**src/rtl/fq_arb_pkg.sv**
```systemverilog
// Package: shared encodings for the fair-queuing command arbiter.
// Assumes a 2-bit command field driven by the transaction buffer.
package fq_arb_pkg;
    typedef enum logic [1:0] {
        CMD_ACT = 2'b00,
        CMD_RD  = 2'b01,
        CMD_WR  = 2'b10,
        CMD_PRE = 2'b11
    } fq_cmd_e;
endpackage

```
**src/rtl/fq_bank_age.sv**
```systemverilog
// Module: per-bank open-time tracker.
// Watches the arbiter's own grants. An activate opens a bank and restarts its
// count, and a precharge closes it. The count saturates at TRAS, and a bank is
// locked while it is open with a saturated count.
// Assumes the issued command is the only source of bank state changes.
module fq_bank_age #(
    parameter int NUM_BANKS = 8,
    parameter int TRAS      = 18,
    localparam int BANK_W   = (NUM_BANKS > 1) ? $clog2(NUM_BANKS) : 1,
    localparam int CNT_W    = $clog2(TRAS + 1)
) (
    input  logic                 clk,
    input  logic                 rst_n,
    input  logic                 upd_valid,
    input  logic [BANK_W-1:0]    upd_bank,
    input  logic [1:0]           upd_cmd,
    output logic [NUM_BANKS-1:0] bank_locked
);
    import fq_arb_pkg::*;

    localparam logic [CNT_W-1:0] LIMIT = CNT_W'(TRAS);

    for (genvar b = 0; b < NUM_BANKS; b++) begin : g_bank
        logic             open_q;
        logic [CNT_W-1:0] cnt_q;
        logic             hit;

        assign hit = upd_valid && (upd_bank == BANK_W'(b));

        // Track open state and saturating age for this bank.
        always_ff @(posedge clk) begin
            if (!rst_n) begin
                open_q <= 1'b0;
                cnt_q  <= '0;
            end else if (hit && upd_cmd == CMD_ACT) begin
                open_q <= 1'b1;
                cnt_q  <= '0;
            end else if (hit && upd_cmd == CMD_PRE) begin
                open_q <= 1'b0;
                cnt_q  <= '0;
            end else if (open_q && cnt_q != LIMIT) begin
                cnt_q  <= cnt_q + 1'b1;
            end
        end

        assign bank_locked[b] = open_q && (cnt_q == LIMIT);


        age_sat_chk: assert property (@(posedge clk) disable iff (!rst_n)
            cnt_q <= LIMIT);


        pre_close_chk: assert property (@(posedge clk) disable iff (!rst_n)
            (hit && upd_cmd == CMD_PRE) |=> !bank_locked[b]);
    end
endmodule

```
**src/rtl/fq_entry_filter.sv**
```systemverilog
// Module: per-slot qualification.
// A slot qualifies when it is valid and ready and either its bank is unlocked
// or it is the smallest-key valid slot for that bank (the bank head).
// Assumes keys are unique (the slot index is part of the key).
module fq_entry_filter #(
    parameter int NUM_ENT   = 8,
    parameter int NUM_BANKS = 8,
    parameter int KEY_W     = 16,
    localparam int BANK_W   = (NUM_BANKS > 1) ? $clog2(NUM_BANKS) : 1
) (
    input  logic [NUM_ENT-1:0]             ent_valid,
    input  logic [NUM_ENT-1:0]             ent_ready,
    input  logic [NUM_ENT-1:0][BANK_W-1:0] ent_bank,
    input  logic [NUM_ENT-1:0][KEY_W-1:0]  ent_key,
    input  logic [NUM_BANKS-1:0]           bank_locked,
    output logic [NUM_ENT-1:0]             eligible
);
    logic [NUM_ENT-1:0] is_head;

    // Find, per slot, whether any valid slot of the same bank has a smaller key.
    always_comb begin
        for (int i = 0; i < NUM_ENT; i++) begin
            is_head[i] = ent_valid[i];
            for (int j = 0; j < NUM_ENT; j++) begin
                if (j != i && ent_valid[j] && ent_bank[j] == ent_bank[i]
                    && ent_key[j] < ent_key[i])
                    is_head[i] = 1'b0;
            end
        end
    end

    // Combine readiness with the bank guard.
    always_comb begin
        for (int i = 0; i < NUM_ENT; i++)
            eligible[i] = ent_valid[i] && ent_ready[i]
                          && (!bank_locked[ent_bank[i]] || is_head[i]);
    end
endmodule

```
**src/rtl/fq_min_pick.sv**
```systemverilog
// Module: smallest-key selector over qualifying slots.
// Assumes keys are unique, so the winner is unambiguous.
module fq_min_pick #(
    parameter int NUM_ENT = 8,
    parameter int KEY_W   = 16,
    localparam int IDX_W  = (NUM_ENT > 1) ? $clog2(NUM_ENT) : 1
) (
    input  logic [NUM_ENT-1:0]            eligible,
    input  logic [NUM_ENT-1:0][KEY_W-1:0] ent_key,
    output logic                          found,
    output logic [IDX_W-1:0]              win_idx
);
    logic [KEY_W-1:0] best;

    // Linear scan keeping the smallest key seen.
    always_comb begin
        found   = 1'b0;
        win_idx = '0;
        best    = '1;
        for (int i = 0; i < NUM_ENT; i++) begin
            if (eligible[i] && (!found || ent_key[i] < best)) begin
                found   = 1'b1;
                win_idx = IDX_W'(i);
                best    = ent_key[i];
            end
        end
    end
endmodule

```
**src/rtl/fq_cmd_arbiter.sv**
```systemverilog
// Module: fair-queuing DRAM command arbiter (top).
// Issues the qualifying slot with the smallest {deadline, thread, arrival,
// index} key. Bank lock state comes from its own grants. Ready flags and
// deadlines come from outside. The grant is combinational in the same cycle.
module fq_cmd_arbiter #(
    parameter int NUM_ENT   = 8,
    parameter int NUM_BANKS = 8,
    parameter int THREAD_W  = 2,
    parameter int ROW_W     = 8,
    parameter int TS_W      = 8,
    parameter int DL_W      = 10,
    parameter int TRAS      = 18,
    localparam int BANK_W   = (NUM_BANKS > 1) ? $clog2(NUM_BANKS) : 1,
    localparam int IDX_W    = (NUM_ENT > 1) ? $clog2(NUM_ENT) : 1,
    localparam int KEY_W    = DL_W + THREAD_W + TS_W + IDX_W
) (
    input  logic                               clk,
    input  logic                               rst_n,
    input  logic [NUM_ENT-1:0]                 ent_valid,
    input  logic [NUM_ENT-1:0]                 ent_ready,
    input  logic [NUM_ENT-1:0][THREAD_W-1:0]   ent_thread,
    input  logic [NUM_ENT-1:0][BANK_W-1:0]     ent_bank,
    input  logic [NUM_ENT-1:0][ROW_W-1:0]      ent_row,
    input  logic [NUM_ENT-1:0][1:0]            ent_cmd,
    input  logic [NUM_ENT-1:0][TS_W-1:0]       ent_arrival,
    input  logic [NUM_ENT-1:0][DL_W-1:0]       ent_deadline,
    output logic                               grant_valid,
    output logic [NUM_ENT-1:0]                 grant_onehot,
    output logic [IDX_W-1:0]                   grant_idx,
    output logic [1:0]                         grant_cmd,
    output logic [BANK_W-1:0]                  grant_bank,
    output logic [ROW_W-1:0]                   grant_row,
    output logic [THREAD_W-1:0]                grant_thread
);
    logic [NUM_ENT-1:0][KEY_W-1:0] key;
    logic [NUM_BANKS-1:0]          locked;
    logic [NUM_ENT-1:0]            eligible;
    logic                          found;
    logic [IDX_W-1:0]              win;

    // Build the priority key per slot; the lower value is served first.
    for (genvar i = 0; i < NUM_ENT; i++) begin : g_key
        assign key[i] = {ent_deadline[i], ent_thread[i], ent_arrival[i], IDX_W'(i)};
    end

    fq_bank_age #(.NUM_BANKS(NUM_BANKS), .TRAS(TRAS)) u_age (
        .clk(clk), .rst_n(rst_n),
        .upd_valid(grant_valid), .upd_bank(grant_bank), .upd_cmd(grant_cmd),
        .bank_locked(locked)
    );

    fq_entry_filter #(.NUM_ENT(NUM_ENT), .NUM_BANKS(NUM_BANKS), .KEY_W(KEY_W)) u_filt (
        .ent_valid(ent_valid), .ent_ready(ent_ready), .ent_bank(ent_bank),
        .ent_key(key), .bank_locked(locked), .eligible(eligible)
    );

    fq_min_pick #(.NUM_ENT(NUM_ENT), .KEY_W(KEY_W)) u_pick (
        .eligible(eligible), .ent_key(key), .found(found), .win_idx(win)
    );

    // Drive the grant outputs from the selected slot.
    always_comb begin
        grant_valid  = found;
        grant_idx    = win;
        grant_onehot = found ? (NUM_ENT'(1) << win) : '0;
        grant_cmd    = ent_cmd[win];
        grant_bank   = ent_bank[win];
        grant_row    = ent_row[win];
        grant_thread = ent_thread[win];
    end


    grant_onehot_chk: assert property (@(posedge clk) disable iff (!rst_n)
        grant_valid |-> $countones(grant_onehot) == 1);


    idle_no_grant_chk: assert property (@(posedge clk) disable iff (!rst_n)
        ((ent_valid & ent_ready) == '0) |-> (!grant_valid && grant_onehot == '0));


    grant_ready_chk: assert property (@(posedge clk) disable iff (!rst_n)
        grant_valid |-> ((grant_onehot & ent_valid & ent_ready) != '0));
endmodule

```
**config.mk**
```make
export PLATFORM = sky130hd
export DESIGN_NAME = fq_cmd_arbiter
export DESIGN_NICKNAME = d
export VERILOG_FILES = /design/src/rtl/fq_arb_pkg.sv /design/src/rtl/fq_bank_age.sv /design/src/rtl/fq_entry_filter.sv /design/src/rtl/fq_min_pick.sv /design/src/rtl/fq_cmd_arbiter.sv
export SDC_FILE = /design/constraint.sdc
export NUM_CORES = 1
export LEC_CHECK = 0
export BUFFER_PORTS_ARGS = -buffer_cell sky130_fd_sc_hd__buf_2
export CORE_ASPECT_RATIO = 0.6
export CORE_MARGIN = 4
export CORE_UTILIZATION = 55
export DETAILED_ROUTE_END_ITERATION = 12
export PLACE_DENSITY = 0.76
export REMOVE_ABC_BUFFERS = 1
export SKIP_LAST_GASP = 1
export SLEW_MARGIN = 5
export SYNTH_ARGS = -nofsm -noshare
export SYNTH_HDL_FRONTEND = slang
export SYNTH_HIERARCHICAL = 1
export SYNTH_SLANG_ARGS = --single-unit
```
**constraint.sdc**
```tcl
create_clock -name clk -period 39.8 [get_ports clk]
set_clock_uncertainty 0.15 [all_clocks]
set_input_delay 5.97 -clock clk [delete_from_list [all_inputs] [get_ports clk]]
set_output_delay 5.97 -clock clk [all_outputs]
set_load 0.02 [all_outputs]
```
==> results.tsv <==
stage	metric	value	unit
outcome	status	completed	
placed_design	io_buffer_count	308	
yosys	yosys.cell_types.count	97	
sta	drv_slew	0	
clocking	clock_path_buffers	2	
setup_path	crit_family	compound AO/OA/AOI/OAI gates	
floorplanning	initial_core_util	0.562	
cells_and_area	drive_gt1_frac	0.128	
cells_and_area	layout_common_cells	809 x ha_1, 308 x buf_2, 308 x a21oi_1, 284 x inv_1, 181 x nand2_1	
setup_path	cp.required	33.68	ns
pwr	power.density	29.9	nW/µm²
sta	max_freq	0.0262	GHz
route	dr.pass1.iters	6	
cells_and_area	syn_to_final_growth	10.8	%
route	final_antenna_net_count	0	
yosys	synthArstFlopShare	0	
yosys	synth_edf_count	0	
clocking	cts_hold_buffers	0	
sta	finalCriticalPeriod	38.10	ns
setup_path	worst_ep_arrival_time	31.98	ns
clocking	cts_tree	done	
clocking	clkTransAtPathRegs	0.07	ns
clocking	clock-root-buffer	clkbuf_16	
setup_path	cpPeakStageDelay	1.07	ns
sta	hold_viol_final	0	
sta	slew_headroom	0.0228	
global_routing	overflow	0	
sta	rsz0062_at_grt	no	
floorplanning	core_area	46700	µm²
cells_and_area	utilization	0.622	
yosys	syn_avg_cell_area	7.86	µm²
setup_path	cp-end-kind	primary output	
placed_design	placed_cells	4363	
floorplanning	io_pins	309	
sta	tns	0	ns
cells_and_area	fillers	4335	
global_routing	antenna_found_initial	5	
floorplanning	dieArea	51400	µm²
route	first_iter_violations	4487	
clocking	numClockSinks	48	
yosys	synth_area	26200	µm²
yosys	yosys_warnings	6	
clocking	cts_resized	0	
yosys	synth-main-ff-cell	dfxtp_1	
setup_path	startpoint_type	primary input	
floorplanning	rows	61	
setup_path	worst-path-buf-inv	11	
global_routing	grt_max_degree	57	
route	wl	112	mm
yosys	yosys.area.top_type	ha_1	
global_routing	grt_pass1_vias	25800	
pwr	ir_worst_vdd	0.0000325	V
floorplanning	die_h	177	µm
clocking	insertion_delay	0.31	ns
hold_path	hp-class	reg -> reg	
setup_path	cpMostUsedCell	a21o_1	
pwr	leakage	0.0148	µW
placed_design	dpl.hpwl	93.9	mm
setup_path	crit_slowest_cell	a211oi_1	
global_routing	grt_usage	0.411	
route	drcViolationCount	0	
yosys	synth_cells	3338	
setup_path	crit_fanout	45	
floorplanning	die_w	290	µm
global_routing	grt_pass1_wl	162	mm
clocking	cts_max_level	2	
placed_design	gp_congestion	1.11	
yosys	yosys-top-cells-area	ha_1 39%, a21oi_1 5.9%, inv_1 4.1%	
cells_and_area	final_cells	4373	
cells_and_area	nets	4831	
yosys	synth_top_area_share	0.386	
flow_run	drv_cap	0	
yosys	ys_ff_latch	48	
clocking	postCtsSetupBuffers	0	
setup_path	critical_path_class	in -> out	
route	vias	28500	
sta	worstMarginPinSlew	1.45	ns
cells_and_area	final_common_cell	ha_1	
sta	fin_crit_sh	0.957	
sta	setup_violations	0	
route	wl_per_cell	25.6	µm
setup_path	r2r_slack	13.04	ns
route	vias_per_cell	6.52	
clocking	cts_made_buffers	5	
yosys	yosysSeqAreaShare	0.0366	
## Yosys cell counts (7+ instances only)
| library cell | number |
|---|---|
| a211o_1 | 8 |
| a211oi_1 | 74 |
| a21o_1 | 81 |
| a21oi_1 | 308 |
| a221oi_1 | 14 |
| a22oi_1 | 7 |
| a31oi_1 | 12 |
| and3_1 | 11 |
| and4_1 | 19 |
| buf_1 | 11 |
| buf_2 | 18 |
| buf_6 | 8 |
| clkbuf_1 | 40 |
| dfxtp_1 | 48 |
| ha_1 | 809 |
| inv_1 | 284 |
| mux2_2 | 60 |
| mux2_4 | 17 |
| mux2i_1 | 58 |
| mux4_2 | 20 |
| nand2_1 | 181 |
| nand2b_1 | 32 |
| nand3_1 | 128 |
| nand3b_1 | 26 |
| nand4_1 | 162 |
| nand4bb_1 | 9 |
| nor2_1 | 177 |
| nor2b_1 | 52 |
| nor3_1 | 98 |
| nor3b_1 | 9 |
| nor4_1 | 20 |
| nor4b_1 | 9 |
| o2111ai_1 | 9 |
| o211ai_1 | 21 |
| o21a_1 | 23 |
| o21ai_0 | 140 |
| o21ai_1 | 15 |
| o22ai_1 | 25 |
| o31ai_1 | 24 |
| or3_1 | 15 |
| or3b_2 | 7 |
| or4_1 | 7 |
| xor2_1 | 103 |
## sequential cells by signal, summed over array words and instances, names as in the netlist
| register | count |
|---|---|
| u_age/g_bank.cnt_q | 40 |
| u_age/g_bank.open_q | 8 |
## tightest hold or removal path: stages (launching register included)
cell and delay (ns):
dfxtp_1 0.35, nand2_1 0.07, a211oi_1 0.06
## kinds of logic after synthesis
logic type | synth area share
AND/OR/NAND/NOR | 0.201
AO/OA/AOI/OAI | 0.209
adder cells (fa/ha/maj) | 0.387
buffers and inverters | 0.0567
multiplexers | 0.0748
XOR/XNOR | 0.0351
flip-flops | 0.0366
other | 0.000286
## per-stage QoR
stage	hold slack (ns)	area, µm²	power, µW	setup slack, ns
5_1_grt	0.419	29100	935	0.393
6_report	0.382	29100	870	1.70
3_5_place_dp	0.369	28900	786	2.79
3_3_place_gp	0.357	28900	780	3.36
4_1_cts	0.379	29100	834	2.72
2_1_floorplan	0.329	26400	565	1.63
## power breakdown
group	switching (µW)	leakage (µW)	internal, µW
combinational	472	0.0143	289
clock	21.3	0.0000657	22.9
sequential	9.82	0.000387	54.8
## area by class of cell
class                   count  area, µm²  area share
diodes                      3       7.51    0.000258
flip-flops and latches     48        961      0.0331
inverters                 287       1080      0.0371
repair buffers            328       1690      0.0582
well taps                 630        788      0.0271
clock buffers               5        125     0.00430
clock inverters             2       12.5    0.000430
multi-input cells        3070      24400       0.840
## layer usage
metal	GRT usage	routed length, µm	vias up	share of wire
met4	0.0864	2490	6	0.022
met2	0.556	41900	1890	0.38
met5	0	88	-	0.00079
li1	-	-	13400	-
met1	0.575	47100	13000	0.42
met3	0.209	20100	176	0.18
## path summary, 6_finish.rpt
path                                         start                                     to  cells past startpoint
max                               ent_deadline[35]                           grant_cmd[1]                    112
min          u_age/g_bank[3].cnt_q[2]$_SDFFE_PP0P_  u_age/g_bank[3].cnt_q[2]$_SDFFE_PP0P_                      2
max reg2reg  u_age/g_bank[6].cnt_q[0]$_SDFFE_PP0P_  u_age/g_bank[6].cnt_q[1]$_SDFFE_PP0P_                    114
min reg2reg  u_age/g_bank[3].cnt_q[2]$_SDFFE_PP0P_  u_age/g_bank[3].cnt_q[2]$_SDFFE_PP0P_                      2
(Power assumes the default switching activity.)
